--- src/rtl/tdl_pkg.sv ---
`timescale 1ns/1ps
package tdl_pkg;

  // Next idle count: restart on any input movement, otherwise climb to the limit and stay.
  function automatic int unsigned idle_step(input int unsigned cnt, input logic moved,
                                            input int unsigned lim);
    if (moved) return 0;
    if (cnt >= lim) return lim;
    return cnt + 1;
  endfunction

  // Next settle count: reload on a tap change, otherwise count down to zero.
  function automatic int unsigned settle_step(input int unsigned cnt, input logic load,
                                              input int unsigned len);
    if (load) return len;
    if (cnt == 0) return 0;
    return cnt - 1;
  endfunction

endpackage

--- src/rtl/tdl_stage_chain.sv ---
`timescale 1ns/1ps
module tdl_stage_chain #(
  parameter int DEPTH = 256
) (
  input  logic             clk,
  input  logic             rst_n,
  input  logic             din,
  output logic [DEPTH-1:0] taps
);
  always_ff @(posedge clk or negedge rst_n) begin
    if (!rst_n) taps[0] <= 1'b0;
    else        taps[0] <= din;
  end

  for (genvar g = 1; g < DEPTH; g++) begin : g_stage
    always_ff @(posedge clk or negedge rst_n) begin
      if (!rst_n) taps[g] <= 1'b0;
      else        taps[g] <= taps[g-1];
    end
  end
endmodule

--- src/rtl/tdl_idle_tracker.sv ---
`timescale 1ns/1ps
module tdl_idle_tracker
  import tdl_pkg::*;
#(
  parameter int DEPTH = 256,
  localparam int CW = $clog2(DEPTH + 1)
) (
  input  logic          clk,
  input  logic          rst_n,
  input  logic          din,
  input  logic          prev_bit,
  output logic [CW-1:0] idle_cnt,
  output logic          idle_full
);
  logic moved;
  assign moved = din ^ prev_bit;

  always_ff @(posedge clk or negedge rst_n) begin
    if (!rst_n) idle_cnt <= '0;
    else        idle_cnt <= CW'(idle_step(32'(idle_cnt), moved, DEPTH));
  end

  assign idle_full = (idle_cnt == CW'(DEPTH));
endmodule

--- src/rtl/tdl_tap_ctrl.sv ---
`timescale 1ns/1ps
module tdl_tap_ctrl
  import tdl_pkg::*;
#(
  parameter int AW     = 8,
  parameter int SETTLE = 4,
  localparam int SW = $clog2(SETTLE + 1)
) (
  input  logic          clk,
  input  logic          rst_n,
  input  logic          req_load,
  input  logic [AW-1:0] req_addr,
  input  logic          idle_full,
  output logic [AW-1:0] cur_addr,
  output logic          pending,
  output logic          apply_evt,
  output logic          tap_ready
);
  logic [AW-1:0] pend_addr;
  logic [SW-1:0] settle_cnt;

  assign apply_evt = pending && idle_full;
  assign tap_ready = (settle_cnt == '0);

  always_ff @(posedge clk or negedge rst_n) begin
    if (!rst_n) begin
      pend_addr <= '0;
      pending   <= 1'b0;
    end else if (req_load) begin
      pend_addr <= req_addr;
      pending   <= 1'b1;
    end else if (apply_evt) begin
      pending   <= 1'b0;
    end
  end

  always_ff @(posedge clk or negedge rst_n) begin
    if (!rst_n) begin
      cur_addr   <= '0;
      settle_cnt <= '0;
    end else begin
      if (apply_evt) cur_addr <= pend_addr;
      settle_cnt <= SW'(settle_step(32'(settle_cnt), apply_evt, SETTLE));
    end
  end
endmodule

--- src/rtl/tap_delay_line.sv ---
`timescale 1ns/1ps
module tap_delay_line #(
  parameter int DEPTH  = 256,
  parameter int SETTLE = 4,
  localparam int AW = $clog2(DEPTH),
  localparam int CW = $clog2(DEPTH + 1)
) (
  input  logic          clk,
  input  logic          rst_n,
  input  logic          din,
  input  logic [AW-1:0] req_addr,
  input  logic          req_load,
  output logic          dout,
  output logic [AW-1:0] cur_addr,
  output logic          tap_ready
);
  logic [DEPTH-1:0] taps;
  logic [CW-1:0]    idle_cnt;
  logic             idle_full;
  logic             pending;
  logic             apply_evt;

  tdl_stage_chain #(.DEPTH(DEPTH)) u_chain (
    .clk(clk), .rst_n(rst_n), .din(din), .taps(taps)
  );

  tdl_idle_tracker #(.DEPTH(DEPTH)) u_idle (
    .clk(clk), .rst_n(rst_n), .din(din), .prev_bit(taps[0]),
    .idle_cnt(idle_cnt), .idle_full(idle_full)
  );

  tdl_tap_ctrl #(.AW(AW), .SETTLE(SETTLE)) u_ctrl (
    .clk(clk), .rst_n(rst_n), .req_load(req_load), .req_addr(req_addr),
    .idle_full(idle_full), .cur_addr(cur_addr), .pending(pending),
    .apply_evt(apply_evt), .tap_ready(tap_ready)
  );

  assign dout = taps[cur_addr];
endmodule

--- config.mk ---
export PLATFORM = sky130hd
export DESIGN_NAME = tap_delay_line
export DESIGN_NICKNAME = d
export VERILOG_FILES = /design/src/rtl/tdl_pkg.sv /design/src/rtl/tdl_stage_chain.sv /design/src/rtl/tdl_idle_tracker.sv /design/src/rtl/tdl_tap_ctrl.sv /design/src/rtl/tap_delay_line.sv
export SDC_FILE = /design/constraint.sdc
export NUM_CORES = 1
export LEC_CHECK = 0
export BUFFER_PORTS_ARGS = -buffer_cell sky130_fd_sc_hd__buf_2
export CELL_PAD_IN_SITES_DETAIL_PLACEMENT = 1
export CELL_PAD_IN_SITES_GLOBAL_PLACEMENT = 1
export CORE_MARGIN = 2
export CORE_UTILIZATION = 45
export CTS_CLUSTER_SIZE = 20
export DETAILED_ROUTE_END_ITERATION = 16
export GPL_TIMING_DRIVEN = 0
export PLACE_DENSITY = 0.67
export SETUP_SLACK_MARGIN = 0.02
export SYNTH_ARGS = -nofsm -noshare
export SYNTH_HDL_FRONTEND = slang
export SYNTH_SLANG_ARGS = --single-unit
--- constraint.sdc ---
create_clock -name clk -period 1.9 [get_ports clk]
set_input_delay 0.095 -clock clk [delete_from_list [all_inputs] [get_ports clk]]
set_output_delay 0.095 -clock clk [all_outputs]
set_load 0.005 [all_outputs]
==> summary.md, run 1 <==
| Metric | Value |
|---|---|
| Status | `finished, violations left` |
| Failing checks | `negative setup slack` |
| Initial DRT Pass Iterations | `4` |
| Lkg Pwr | `5.29 nW` |
| Critical Path RT | `1800 ps` |
| CTS root buf | `clkbuf_16` |
| Die H | `about 150 µm` |
| Gate Count Post-Synth | `about 550` |
| Clock buffer depth | `3` |
| Seq pwr share | `49.8%` |
| Synth cell types | `51` |
| Max FO, Critical Path | `10` |
| Yosys top cell by area | `dfrtp_1` |
| Final #Nets | `626` |
| Core Rows | `53` |
| Fill cell count | `around 1900` |
| Final Worst Setup Slack | `-1080 ps` |
| Clock sinks | `around 290` |
| Chip width | `152 µm` |
| Mapped Area | `around 0.01 mm²` |
| Initial Util | `46.2%` |
| RSZ-0062 raised after global routing | `yes` |
| Slowest stage cell, crit path | `dfrtp_2` |
| Remaining global-route overflow | `0` |
| Top-count cell post-synth | `dfrtp_1` |
| Global-route wire length before repair | `35400 µm` |
| Final RePlAce weighted congestion | `roughly 0.78` |
| Area contributors post-synth | `dfrtp_1 (73%), mux4_2 (9.4%), mux2i_1 (5.8%)` |
| Critical path cell sequence | `buf_8 > or3b_4 > buf_6 > o22ai_1 > nor3_1 > a2111oi_2 > a311oi_2 > a22oi_2 > buf_2` |
| Maximum vdd drop | `0.683 mV` |
| Routed WL | `approximately 22000 µm` |
| Fraction of registers with async set/reset | `100%` |
| Pre-CTS WS | `-1350 ps` |
| # diodes | `0` |
| Crit path kind | `reg -> out` |
| Final Power | `~13 mW` |
| Final ANT Viol Nets | `0` |
| H-Tree Depth | `1` |
| Internal power | `9.71 mW` |
| Max Slew Vio Count | `0` |
| Least-Margin Pin Slew | `roughly 640 ps` |
| Clk pwr share | `42.5%` |
| Synth warn | `0` |
| Number of setup violations in the final report | `1` |
| Port Buffers | `20` |
| Total CTS buffers | `29` |
| Hold Path Class | `in -> async` |
| Slew Limit Headroom | `57.2%` |
| Ys flop type | `dfrtp_1` |
| DRT iter0 DRCs | `about 260` |
| Final hold violations | `0` |
| Clock skew | `14.4 ps` |
| Post-detail-place hpwl | `13800 µm` |
| Initial antenna violation count | `0` |
| Share of Yosys cell area claimed by the top area cell type | `72.8%` |
| Net switching power | `approximately 2.9 mW` |
| Die area | `around 0.023 mm²` |
| Vias | `5058` |
| Net Sw Frac | `23.2%` |
| Skew-Pair Late Insertion Delay | `550 ps` |
| Vias in the first global route | `5954` |
| Per-cell routed wire length | `24.1 µm` |
| FMAX | `335 MHz` |
| Avg Cell Area, Syn | `17.9 µm²` |
| Top post-synthesis cells by count | `dfrtp_1 (285), mux2i_1 (57), mux4_2 (41)` |
| Top delay family on crit path | `compound AO/OA/AOI/OAI gates` |
| Critical Path End Type | `primary output` |
| # IOs | `22` |
| Core Region | `0.0212 mm²` |
| Pin count of the biggest net entering global routing | `approximately 120` |
| DR vias/cell | `around 5.6` |
| GRT Resource Usage Total | `between 20% and 30%` |
| Critical path buffer and inverter count | `3` |
| Largest stage delay on the critical path | `450 ps` |
| Pwr dens | `1090 mW/mm²` |
| Seq/Total Area, Yosys | `72.8%` |
| CTS tree | `built` |
| Final core utilization | `54.5%` |
| Drc violations | `0` |
| Number of synthesized register bits | `about 290` |
| Syn Nets | `560` |
| Hold slack | `about 110 ps` |
| Layout cell share with drive strength beyond 1 | `28.0%` |
| Area Overhead vs Synth | `18.0%` |
| Crit share post-route | `157%` |
| Number of max-cap violations | `0` |
| Worst EP arrival | `2890 ps` |
| CP Launch Type | `register` |
| Post-synth EDFFs | `0` |
| TNS Setup | `-1080 ps` |
| Reg clk slew, reported paths | `approximately 60 ps` |
| Tmin final | `2980 ps` |
| Combinational Power Share | `7.7%` |
[registers in the layout (all words and copies together), names as in the netlist]
name,flops
u_ctrl.pending,1
u_chain.taps,256
u_ctrl.pend_addr,8
u_ctrl.settle_cnt,3
u_ctrl.cur_addr,8
u_idle.idle_cnt,9
[layout make-up]
| cell class | instances | area (µm²) | share of cell area [%] |
|---|---|---|---|
| timing repair buffer | 36 | 295 | 2.55 |
| clock inverter | 10 | 60.1 | 0.520 |
| clock buffer | 42 | 855 | 7.39 |
| sequential | 285 | 7140 | 61.8 |
| tap | 275 | 344 | 2.98 |
| buffer | 26 | 285 | 2.47 |
| multi-input combinational | 228 | 2560 | 22.1 |
| inverter | 6 | 22.5 | 0.195 |
[metrics by stage]
stage                     instances  cell area (µm²)
after global routing            908            11600
after detailed placement        843            10300
after global placement          841            10200
after CTS                       908            11500
final                           908            11600
after floorplan                 546             9800
[per-layer routing]
layer	vias to the layer above	wire length (µm)	global-route usage [%]
li1	2139	-	-
met1	2797	9920	29.3
met2	89	10700	34.8
met3	33	768	3.02
met4	0	511	4.81
met5	-	0	0
[power by group through the flow]
stage | registers (mW) | clock network (mW) | logic, mW
final | 6.29 | 5.38 | 0.974
after floorplan | 6.35 | 0 | 0.502
after CTS | 6.29 | 5.52 | 0.977
after detailed placement | 6.39 | 0 | 0.879
after global routing | 6.30 | 5.76 | 1.06
after global placement | 6.38 | 0 | 0.845
[what timing repair did]
item                                   in CTS  in global routing
cloned                                      0                  0
setup endpoints to repair                   9                  1
hold buffers                               10                  0
buffers inserted                            4                  0
resized for setup                          50                  6
pin swaps                                   4                  0
endpoints found under the hold margin      78                  0
[kinds of logic after synthesis]
kind of cell	Yosys count	synth area share, %
adder cells (fa/ha/maj)	2	0.255
AND/OR/NAND/NOR	47	2.44
XOR/XNOR	6	0.536
AO/OA/AOI/OAI	56	4.20
multiplexers	117	17.6
flip-flops	285	72.8
buffers and inverters	33	2.18
[layout by cell type, fill, tap and decap left out, drive strengths merged, types with 3 or more instances in the layout]
cell type,n
nor3,4
o21ai,6
mux2,18
buf,46
nand2,3
a21oi,3
nor4,3
a2111oi,3
nand3,4
a211oi,3
xnor2,3
o22ai,15
xor2,3
clkinv,8
o22a,6
inv,7
a22oi,3
mux2i,57
o2111ai,3
dlygate4sd3,10
mux4,42
clkbuf,48
nor2,19
dfrtp,285
[path summary, 6_finish.rpt]
check                                                from                             end  slack [ps]  cells after the start
max in group asynchronous                           rst_n  u_ctrl.cur_addr[1]$_DFFE_PN0P_         880                      3
hold reg to reg                u_chain.taps[75]$_DFF_PN0_      u_chain.taps[76]$_DFF_PN0_         370                      0
min in group clk                                 req_load      u_ctrl.pending$_DFFE_PN0P_         110                      2
hold / removal                                      rst_n     u_chain.taps[186]$_DFF_PN0_         110                      2
setup reg to reg             u_idle.idle_cnt[5]$_DFF_PN0_  u_ctrl.cur_addr[1]$_DFFE_PN0P_         170                      5
setup / recovery           u_ctrl.cur_addr[0]$_DFFE_PN0P_                            dout       -1080                      9
No activity file was read; power rests on OpenSTA's default activity.
==> run 2, diff against run 1 <==
Settings changed: CORE_UTILIZATION 45 to 33, HOLD_SLACK_MARGIN from default to 0.06, PLACE_DENSITY 0.67 to 0.52.
==> run 2 against run 1 <==
The run still ends with negative setup slack left. Die area up 35%. Cell count up 13%. Global-route usage down 5.6 points. Utilization down 14 points. Critical path depth unchanged. First-iteration DRC count down 12%. Sequential share of layout area down 1.7 points. Clock skew down 7.7 ps. Wire length up 2.4%. Register-to-register slack better by 50 ps. Total power up 6.7%. Worst setup slack worse by 110 ps. Largest cell class unchanged.
==> summary.md, run 2 (same netlist as run 1, synthesis figures left out) <==
| Metric | Value |
|---|---|
| Pre-CTS WS | `-1390 ps` |
| Combinational Power Share | `roughly 7.4%` |
| DR vias/cell | `4.85` |
| Initial DRT Pass Iterations | `4` |
| Critical Path RT | `1800 ps` |
| Initial Util | `around a third` |
| FMAX | `324 MHz` |
| Maximum vdd drop | `0.768 mV` |
| RSZ-0062 raised after global routing | `yes` |
| Final hold violations | `0` |
| Drc violations | `0` |
| Net switching power | `3.05 mW` |
| Final #Nets | `630` |
| Slew Limit Headroom | `between 50% and 60%` |
| Status | `finished, violations left` |
| Core Rows | `63` |
| Vias | `4998` |
| Fill cell count | `about 2800` |
| Critical Path End Type | `primary output` |
| Vias in the first global route | `a little under 6000` |
| DRT iter0 DRCs | `232` |
| Clk pwr share | `45.9%` |
| Crit path kind | `reg -> out` |
| CP Launch Type | `register` |
| Failing checks | `negative setup slack` |
| Clock buffer depth | `3` |
| Final ANT Viol Nets | `0` |
| Hold slack | `60.6 ps` |
| Routed WL | `22400 µm` |
| Post-detail-place hpwl | `14400 µm` |
| Layout cell share with drive strength beyond 1 | `between 20% and 30%` |
| Number of max-cap violations | `0` |
| Tmin final | `3090 ps` |
| Chip width | `176 µm` |
| Skew-Pair Late Insertion Delay | `550 ps` |
| Least-Margin Pin Slew | `roughly 610 ps` |
| Reg clk slew, reported paths | `about 60 ps` |
| Commonest non-fill, non-tap cell in the layout | `dfrtp_1` |
| Global-route wire length before repair | `35800 µm` |
| # diodes | `0` |
| Final Power | `13.5 mW` |
| Slowest stage cell, crit path | `dfrtp_2` |
| Internal power | `10.4 mW` |
| GRT Resource Usage Total | `15.2%` |
| Worst EP arrival | `3000 ps` |
| Total CTS buffers | `31` |
| Most frequent cells in the layout | `dfrtp_1 (281), mux2i_1 (56), mux4_2 (41)` |
| Area Overhead vs Synth | `21.2%` |
| Max FFs per register | `256` |
| CTS root buf | `clkbuf_16` |
| Die H | `~180 µm` |
| Area of the multi-input gates | `about 0.0025 mm²` |
| Pwr dens | `1140 mW/mm²` |
| Top reg by flops | `u_chain.taps` |
| Pin count of the biggest net entering global routing | `approximately 120` |
| Port Buffers | `20` |
| Per-cell routed wire length | `21.8 µm` |
| H-Tree Depth | `1` |
| Clock sinks | `285` |
| Crit share post-route | `163%` |
| Final RePlAce weighted congestion | `0.714` |
| Register area | `slightly above 0.007 mm²` |
| Initial antenna violation count | `0` |
| Biggest registers after layout | `u_chain.taps: 256 flops, u_idle.idle_cnt: 9 flops` |
| Max FO, Critical Path | `6` |
| Hold Path Class | `in -> async` |
| # IOs | `22` |
| Net Sw Frac | `22.6%` |
| Largest stage delay on the critical path | `510 ps` |
| CTS tree | `built` |
| Core Region | `around 0.029 mm²` |
| Die area | `0.0311 mm²` |
| Remaining global-route overflow | `0` |
| R2R depth | `5` |
| Critical path cell sequence | `buf_6 > buf_16 > mux4_2 > mux2i_1 > nor2_1 > o41a_1 > a31oi_2 > a22oi_2 > buf_2` |
| Number of setup violations in the final report | `1` |
| Lkg Pwr | `5.34 nW` |
| Clock skew | `between 6 and 7 ps` |
| Max Slew Vio Count | `0` |
| Seq pwr share | `between 40% and 50%` |
| Final Worst Setup Slack | `-1190 ps` |
## run 2: stage by stage
| stage | setup TNS (ps) | area [µm²] | std cells | util (%) |
|---|---|---|---|---|
| 2_1_floorplan | -143 | 9800 | 546 | - |
| 3_3_place_gp | -1153170 | 10400 | 956 | 35.3 |
| 3_5_place_dp | -1520 | 10500 | 958 | 35.5 |
| 4_1_cts | -1220 | 11800 | 1028 | 40.2 |
| 5_1_grt | -1300 | 11900 | 1030 | 40.4 |
| 6_report | -1190 | 11900 | 1030 | 40.4 |
## run 2: path summary, 6_finish.rpt
| check | slack, ps | startpoint | end |
|---|---|---|---|
| max | -1190 | u_ctrl.cur_addr[1]$_DFFE_PN0P_ | dout |
| min | 60 | rst_n | u_idle.idle_cnt[3]$_DFF_PN0_ |
| max reg2reg | 220 | u_idle.idle_cnt[5]$_DFF_PN0_ | u_ctrl.cur_addr[0]$_DFFE_PN0P_ |
| min reg2reg | 370 | u_chain.taps[233]$_DFF_PN0_ | u_chain.taps[234]$_DFF_PN0_ |
| max in group asynchronous | 890 | rst_n | u_chain.taps[171]$_DFF_PN0_ |
| min in group clk | 110 | req_load | u_ctrl.pending$_DFFE_PN0P_ |
## run 2: cell type report
class | count | area share [%]
buffer | 26 | 2.50
clock buffer | 48 | 8.00
clock inverter | 9 | 1.09
inverter | 6 | 0.190
multi-input combinational | 228 | 21.2
sequential | 285 | 60.1
tap | 390 | 4.11
timing repair buffer | 38 | 2.81
## run 2: worst max-delay path: cells and delay by family (launching register included)
family | cells | cell delay, ps
AND/OR/NAND/NOR | 1 | 60
flip-flops | 1 | 510
AO/OA/AOI/OAI | 3 | 750
multiplexers | 2 | 700
buffers and inverters | 3 | 410
## run 2: power groups by stage
stage / Sequential, mW / Combinational (mW) / Clock [mW]
after floorplan: 6.35 / 0.502 / 0
after global placement: 6.39 / 0.872 / 0
after detailed placement: 6.39 / 0.907 / 0
after CTS: 6.30 / 1.01 / 6.36
after global routing: 6.31 / 1.09 / 6.63
final: 6.30 / 0.997 / 6.19
## run 2: per-layer routing
metal | vias up | share of wire (%) | track usage, %
met5 | - | 0 | 0
met4 | 0 | 2.4 | 3.93
met3 | 37 | 3.7 | 2.56
met2 | 72 | 48 | 24.4
met1 | 2746 | 46 | 21.5
li1 | 2143 | - | -
## run 2: timing repair
action                     4_1_cts  5_1_grt
hold endpoints to repair       295        0
hold buffers                    10        0
gates cloned                     1        0
setup endpoints to repair        2        9
gates resized for setup         40       14
setup buffers                    3        2
pin swaps                        2        2
